File: src/rtl/tick_trim_pkg.sv
package tick_trim_pkg;

  typedef enum logic [1:0] {
    TRIM_OFF  = 2'd0,
    TRIM_SLOW = 2'd1,
    TRIM_FAST = 2'd2
  } trim_mode_e;

  function automatic trim_mode_e decode_mode(input logic value_nz,
                                             input logic exp_nz,
                                             input logic add);
    if (!value_nz || !exp_nz) return TRIM_OFF;
    return add ? TRIM_FAST : TRIM_SLOW;
  endfunction

endpackage

File: src/rtl/tick_trim_cfg.sv
module tick_trim_cfg
  import tick_trim_pkg::*;
#(
  parameter int VAL_W = 8,
  parameter int EXP_W = 3,
  parameter int CNT_W = VAL_W + (1 << EXP_W)
) (
  input  logic             clk,
  input  logic             rst_n,
  input  logic             we,
  input  logic [VAL_W-1:0] value,
  input  logic [EXP_W-1:0] exp_sel,
  input  logic             add,
  output trim_mode_e       mode,
  output logic [CNT_W-1:0] period
);

  localparam logic [CNT_W-1:0] FULL_SCALE = CNT_W'(1) << VAL_W;

  // ceil(2^VAL_W / v), widened to the counter width
  function automatic logic [CNT_W-1:0] ceil_quot(input logic [VAL_W-1:0] v);
    logic [CNT_W-1:0] den;
    den = CNT_W'(v);
    if (den == '0) return '0;
    return (FULL_SCALE + den - CNT_W'(1)) / den;
  endfunction

  function automatic logic [CNT_W-1:0] period_of(input logic [VAL_W-1:0] v,
                                                 input logic [EXP_W-1:0] e);
    return ceil_quot(v) << e;
  endfunction

  logic [CNT_W-1:0] next_period;
  trim_mode_e       next_mode;

  always_comb begin
    next_period = period_of(value, exp_sel);
    next_mode   = decode_mode(value != '0, exp_sel != '0, add);
  end

  always_ff @(posedge clk) begin
    if (!rst_n) begin
      mode   <= TRIM_OFF;
      period <= '0;
    end else if (we) begin
      mode   <= next_mode;
      period <= next_period;
    end
  end

  // a zero magnitude always lands in the off state
  a_r2_zero_value_off: assert property (@(posedge clk) disable iff (!rst_n)
    (we && value == '0) |=> mode == TRIM_OFF);

  // a zero exponent always lands in the off state
  a_r3_zero_exp_off: assert property (@(posedge clk) disable iff (!rst_n)
    (we && exp_sel == '0) |=> mode == TRIM_OFF);

  // an active mode always carries a usable period
  a_r4_period_nonzero: assert property (@(posedge clk) disable iff (!rst_n)
    (mode != TRIM_OFF) |-> (period != '0));

endmodule

File: src/rtl/tick_trim_core.sv
module tick_trim_core
  import tick_trim_pkg::*;
#(
  parameter int CNT_W = 16
) (
  input  logic             clk,
  input  logic             rst_n,
  input  logic             cfg_we,
  input  trim_mode_e       mode,
  input  logic [CNT_W-1:0] period,
  input  logic             tick_in,
  output logic             tick_out
);

  logic [CNT_W-1:0] cnt;
  logic             pend;
  logic             running;
  logic             at_end;
  logic             wrap;
  logic             swallow;

  always_comb begin
    running  = (mode != TRIM_OFF);
    at_end   = (mode == TRIM_SLOW) ? (cnt == period) : (cnt == period - CNT_W'(1));
    wrap     = running && tick_in && at_end && !cfg_we;
    swallow  = wrap && (mode == TRIM_SLOW);
    tick_out = cfg_we ? tick_in : ((tick_in && !swallow) || pend);
  end

  always_ff @(posedge clk) begin
    if (!rst_n) begin
      cnt  <= '0;
      pend <= 1'b0;
    end else if (cfg_we) begin
      cnt  <= '0;
      pend <= 1'b0;
    end else if (running) begin
      pend <= wrap && (mode == TRIM_FAST);
      if (tick_in) cnt <= wrap ? '0 : cnt + CNT_W'(1);
    end else begin
      cnt  <= '0;
      pend <= 1'b0;
    end
  end

  // with no correction active, the stream passes untouched
  a_r1_off_passthru: assert property (@(posedge clk) disable iff (!rst_n)
    (mode == TRIM_OFF) |-> (tick_out == tick_in));

  // a dropped tick only ever replaces a real input tick
  a_r5_swallow_on_tick: assert property (@(posedge clk) disable iff (!rst_n)
    swallow |-> (tick_in && !tick_out));

  // the tick count never passes the programmed period
  a_r5_cnt_bound: assert property (@(posedge clk) disable iff (!rst_n)
    running |-> (cnt <= period));

  // extra ticks exist only in speed-up mode
  a_r6_pend_fast_only: assert property (@(posedge clk) disable iff (!rst_n)
    pend |-> (mode == TRIM_FAST));

  // a write restarts the count and discards a pending extra tick
  a_r7_write_restarts: assert property (@(posedge clk) disable iff (!rst_n)
    cfg_we |=> (cnt == '0 && !pend));

  // the extra tick lands in the idle cycle after an input tick
  a_r8_extra_after_tick: assert property (@(posedge clk) disable iff (!rst_n)
    $rose(pend) |-> $past(tick_in));

endmodule

File: src/rtl/tick_trim_top.sv
module tick_trim_top
  import tick_trim_pkg::*;
#(
  parameter int VAL_W = 8,
  parameter int EXP_W = 3
) (
  input  logic             clk,
  input  logic             rst_n,
  input  logic             cfg_we,
  input  logic [VAL_W-1:0] cfg_value,
  input  logic [EXP_W-1:0] cfg_exp,
  input  logic             cfg_add,
  input  logic             tick_in,
  output logic             tick_out
);

  localparam int CNT_W = VAL_W + (1 << EXP_W);

  trim_mode_e       mode;
  logic [CNT_W-1:0] period;

  tick_trim_cfg #(
    .VAL_W(VAL_W),
    .EXP_W(EXP_W),
    .CNT_W(CNT_W)
  ) u_cfg (
    .clk     (clk),
    .rst_n   (rst_n),
    .we      (cfg_we),
    .value   (cfg_value),
    .exp_sel (cfg_exp),
    .add     (cfg_add),
    .mode    (mode),
    .period  (period)
  );

  tick_trim_core #(
    .CNT_W(CNT_W)
  ) u_core (
    .clk      (clk),
    .rst_n    (rst_n),
    .cfg_we   (cfg_we),
    .mode     (mode),
    .period   (period),
    .tick_in  (tick_in),
    .tick_out (tick_out)
  );

endmodule

File: config.mk
export PLATFORM = sky130hd
export DESIGN_NAME = tick_trim_top
export DESIGN_NICKNAME = d
export VERILOG_FILES = /design/src/rtl/tick_trim_pkg.sv /design/src/rtl/tick_trim_cfg.sv /design/src/rtl/tick_trim_core.sv /design/src/rtl/tick_trim_top.sv
export SDC_FILE = /design/constraint.sdc
export NUM_CORES = 1
export LEC_CHECK = 0
export BUFFER_PORTS_ARGS = -buffer_cell sky130_fd_sc_hd__buf_2
export CAP_MARGIN = 25
export CORE_MARGIN = 10
export CORE_UTILIZATION = 30
export DETAILED_ROUTE_END_ITERATION = 10
export PLACE_DENSITY = 0.55
export SYNTH_ARGS = -nofsm -noshare
export SYNTH_HDL_FRONTEND = slang
export SYNTH_SLANG_ARGS = --single-unit
File: constraint.sdc
create_clock -name clk -period 83.6 [get_ports clk]
set_input_delay 4.18 -clock clk [delete_from_list [all_inputs] [get_ports clk]]
set_output_delay 4.18 -clock clk [all_outputs]
set_load 0.01 [all_outputs]
==> flow_results.org <==
** Cells and area
- Share of final-layout standard cells stronger than drive strength 1 :: between 8 and 9%
- In the final design database the tool counted ~1300 nets.
- Storage cell area :: 701 um^2
- The multi-input combinational cells in the finished layout cover a total of 7460 um^2.
- The area growth from synthesis to layout is 7.04%.
- Filler Cells Inserted :: between 3000 and 4000

** Setup path
- Along the worst path, the maximum fanout reaches 19.
- Stage delay of the slowest cell on the critical path :: between 0.7 and 0.8 ns
- In this run the worst setup path terminates at u_cfg.period[7].
- In this run the critical register-to-register path is captured at u_core.cnt[12].
- Worst R2R Setup Slack :: approximately 80 ns
- Worst setup path class :: input pin to flip-flop
- Counting stages on the worst path, the most repeated cell is sky130_fd_sc_hd__o21a_1.
- Data on the critical path is required at its endpoint by around 84 ns.
- The worst setup path is launched from an input pin.
- R2R Path Start :: u_cfg.mode[0]
- Tracing the worst setup path back leads to its startpoint at cfg_value[0].
- STA puts the critical path data arrival time at around 37 ns.
- The worst setup path is captured at a flip-flop.
- Number of cell instances on the worst register-to-register path :: 11
- On the critical path, the stage with the largest delay is an instance of sky130_fd_sc_hd__o22ai_1.

** Timing
- Timing would allow up to ~0.027 GHz.
- Transition at the pin with the smallest max-transition slack :: between 1 and 1.5 ns
- The final count of pins violating max slew was 0.
- Clock Skews :: about 0.009 ns
- Setup repair after global routing left no endpoint under its margin.
- The total count of hold-check failures in the final report is 0.
- Period utilisation layout :: between 40% and 50%
- # setup viols final :: 0
- Worst relative slew slack :: 33.3%
- Setup Total Neg Slack :: 0 ns
- Counting I/O delays and the setup requirement, the final critical path takes between 30 and 40 ns.

** Drt
- The routed design has 24.3 mm of wire.
- Pre-Repair DR Iteration Count :: 5
- Overall via count from detail_route :: 8417
- Remaining antenna violation count after routing :: 0
- For this block, the initial DRC count from the detailed router was between 500 and 600.
- Using the TritonRoute via totals, the vias-per-cell ratio works out to approximately 5.5.
- In the final routed layout, each cell accounts on average for approximately 16 um.
- DRC viols :: 0

** Yosys
- For this run, the number of Yosys warnings is 0.
- The synthesized design devotes to its leading area cell type between 10% and 20% of total area.
- Yosys mapped the design onto ~110 distinct sky130hd cell types.
- Summed over all instances, the cell type with the most area after synthesis is sky130_fd_sc_hd__ha_1.
- sky130_fd_sc_hd__nor2_1 is the most common cell in the netlist.
- Each instance of the synthesized netlist takes up on average a little over 7 um^2.
- Number of enable-type register cells in the synthesized netlist :: 0
- Share of synthesized flip-flops with an asynchronous set or reset :: 0%
- Mapped Cells :: about 1200
- Top cell types by occurrence after synthesis :: sky130_fd_sc_hd__nor2_1, sky130_fd_sc_hd__ha_1, sky130_fd_sc_hd__nand2_1
- Post-synthesis cell area :: 8470 um^2
- For this run, the register share of the synthesized area comes to between 8 and 9%.
- In the post-synthesis netlist, the biggest area contributors are sky130_fd_sc_hd__ha_1, sky130_fd_sc_hd__dfxtp_1, sky130_fd_sc_hd__nor2_1.
- The synthesized design contains 35 register bits.
- Among all flip-flop cells after synthesis, the most frequent one is sky130_fd_sc_hd__dfxtp_1.

** Clock tree
- Counting along the longest clock path gives a buffer depth of 2.
- TritonCTS built the clock tree.
- Number of clock sinks seen by CTS :: 35
- Clock latency on the worst-skew pair :: roughly 0.28 ns
- CTS placed an instance of sky130_fd_sc_hd__clkbuf_16 at the clock tree root.
- Post-CTS setup buffer count :: 0
- CTS built an H-tree with a depth of 2.
- Clock transition at path regs :: 0.06 ns
- The number of clock buffers added by TritonCTS is 5.
- Hold bufs inserted after CTS :: 0
- In this run, post-CTS repair resized a total of 0 instances.

** Flow run
- # Max-Cap Violations :: 0

** Global routing
- For this run the aggregate overflow at the end of global routing stands at 0.
- The number of global-route vias before repair was a little under 8000.
- Entering global routing, the biggest net connects 30 pins.
- Wire length of the first global-routing pass :: 39.9 mm
- Antenna violations before repair :: 1
- Global routing used 13.1% of the available tracks.

** Die
- Row Count :: between 60 and 70
- For this configuration, the core starts out at a cell density of 30.4%.
- Die outline height :: roughly 190 um
- 17 I/O pins were placed.
- The floorplan step defined a die boundary enclosing about 35000 um^2.
- Placeable core region :: around 28000 um^2
- Measured along the x axis, the die boundary spans 188 um.

** Outcome
- Status :: finished clean

** Placed design
- Final RePlAce weighted congestion :: 0.884
- The count of buffers added on input and output ports is 16.
- Detailed placement finished with a half-perimeter wire length of between 15 and 20 mm.

** Hold path
- In this run the worst hold path is classified as flip-flop to flip-flop.
## placed cells by master, fill, tap and decap left out, drive strengths merged, types with 24 or more instances in the layout
cell	n
nor2	140
xor2	39
inv	39
nor3	55
nand3	30
o21ai	62
ha	105
a21oi	84
mux2	24
o21a	35
xnor2	50
dfxtp	35
nand2	97
## per-stage QoR
stage / cells / utilization, % / instance area (um^2) / setup WS (ns) / hold WS (ns)
final: 1544 / 32.6 / 9070 / 46.47 / 0.504
after detailed placement: 1533 / 31.9 / 8880 / 46.46 / 0.494
after global placement: 1533 / 31.9 / 8880 / 47.09 / 0.500
after CTS: 1541 / 32.5 / 9050 / 46.70 / 0.507
after global routing: 1544 / 32.6 / 9070 / 43.55 / 0.560
after floorplan: 1177 / - / 8490 / 50.75 / 0.454
## logic make-up (layout without fill, tap and decap cells)
group                      after synthesis  in the layout  share of synthesized area, %
DFF                                     35             35                          8.27
buffers and inverters                   79             67                          3.84
AOI/OAI and AO/OA                      341            341                          28.6
adders and majority gates              105            105                          15.5
other                                    1              7                        0.0443
and+or+nand+nor                        481            481                          28.7
xor gates and xnor gates                89             89                          9.20
muxes                                   41             41                          5.77
## flip-flops by register name (all words and copies together), names as in the netlist
signal and count:
u_core.pend 1, u_cfg.mode 2, u_cfg.period 16, u_core.cnt 16
## layer usage
metal	up-vias	part of all wire, %	GRT usage (%)
li1	4342	-	-
met4	0	1.5	2.37
met3	25	3.3	1.02
met1	3892	49	17.5
met2	158	46	22.6
met5	-	0	0
## worst min path at each step
stage,from,endpoint,slack (ns),cells after the start
floorplan,u_cfg.mode[0],u_core.pend,0.45,1
global placement,u_cfg.mode[0],u_core.pend,0.50,1
detailed placement,u_cfg.mode[0],u_core.pend,0.49,1
CTS,u_cfg.mode[0],u_core.pend,0.51,1
global route,u_cfg.period[0],u_cfg.period[0],0.56,2
finish,u_cfg.mode[0],u_core.pend,0.50,1
## worst max-delay path, delay by kind of cell
kind            cells  cell delay (ns)
compound gates     71            15.95
simple gates       41             9.52
fa+ha+maj          16             5.27
mux                 3             1.24
buf+inv             4             0.91
xor+xnor            1             0.16
## area by class of cell
class / instances / area share, %
sequential: 35 / 7.73
clock inverter: 3 / 0.483
clock buffer: 5 / 1.38
antenna: 1 / 0.0276
inverter: 39 / 1.61
timing repair buffer: 20 / 1.24
tap: 378 / 5.22
multi-input combinational: 1063 / 82.3
Power is not shown: default switching activity piles up to over one toggle a cycle in this logic, so the estimate is an artifact.
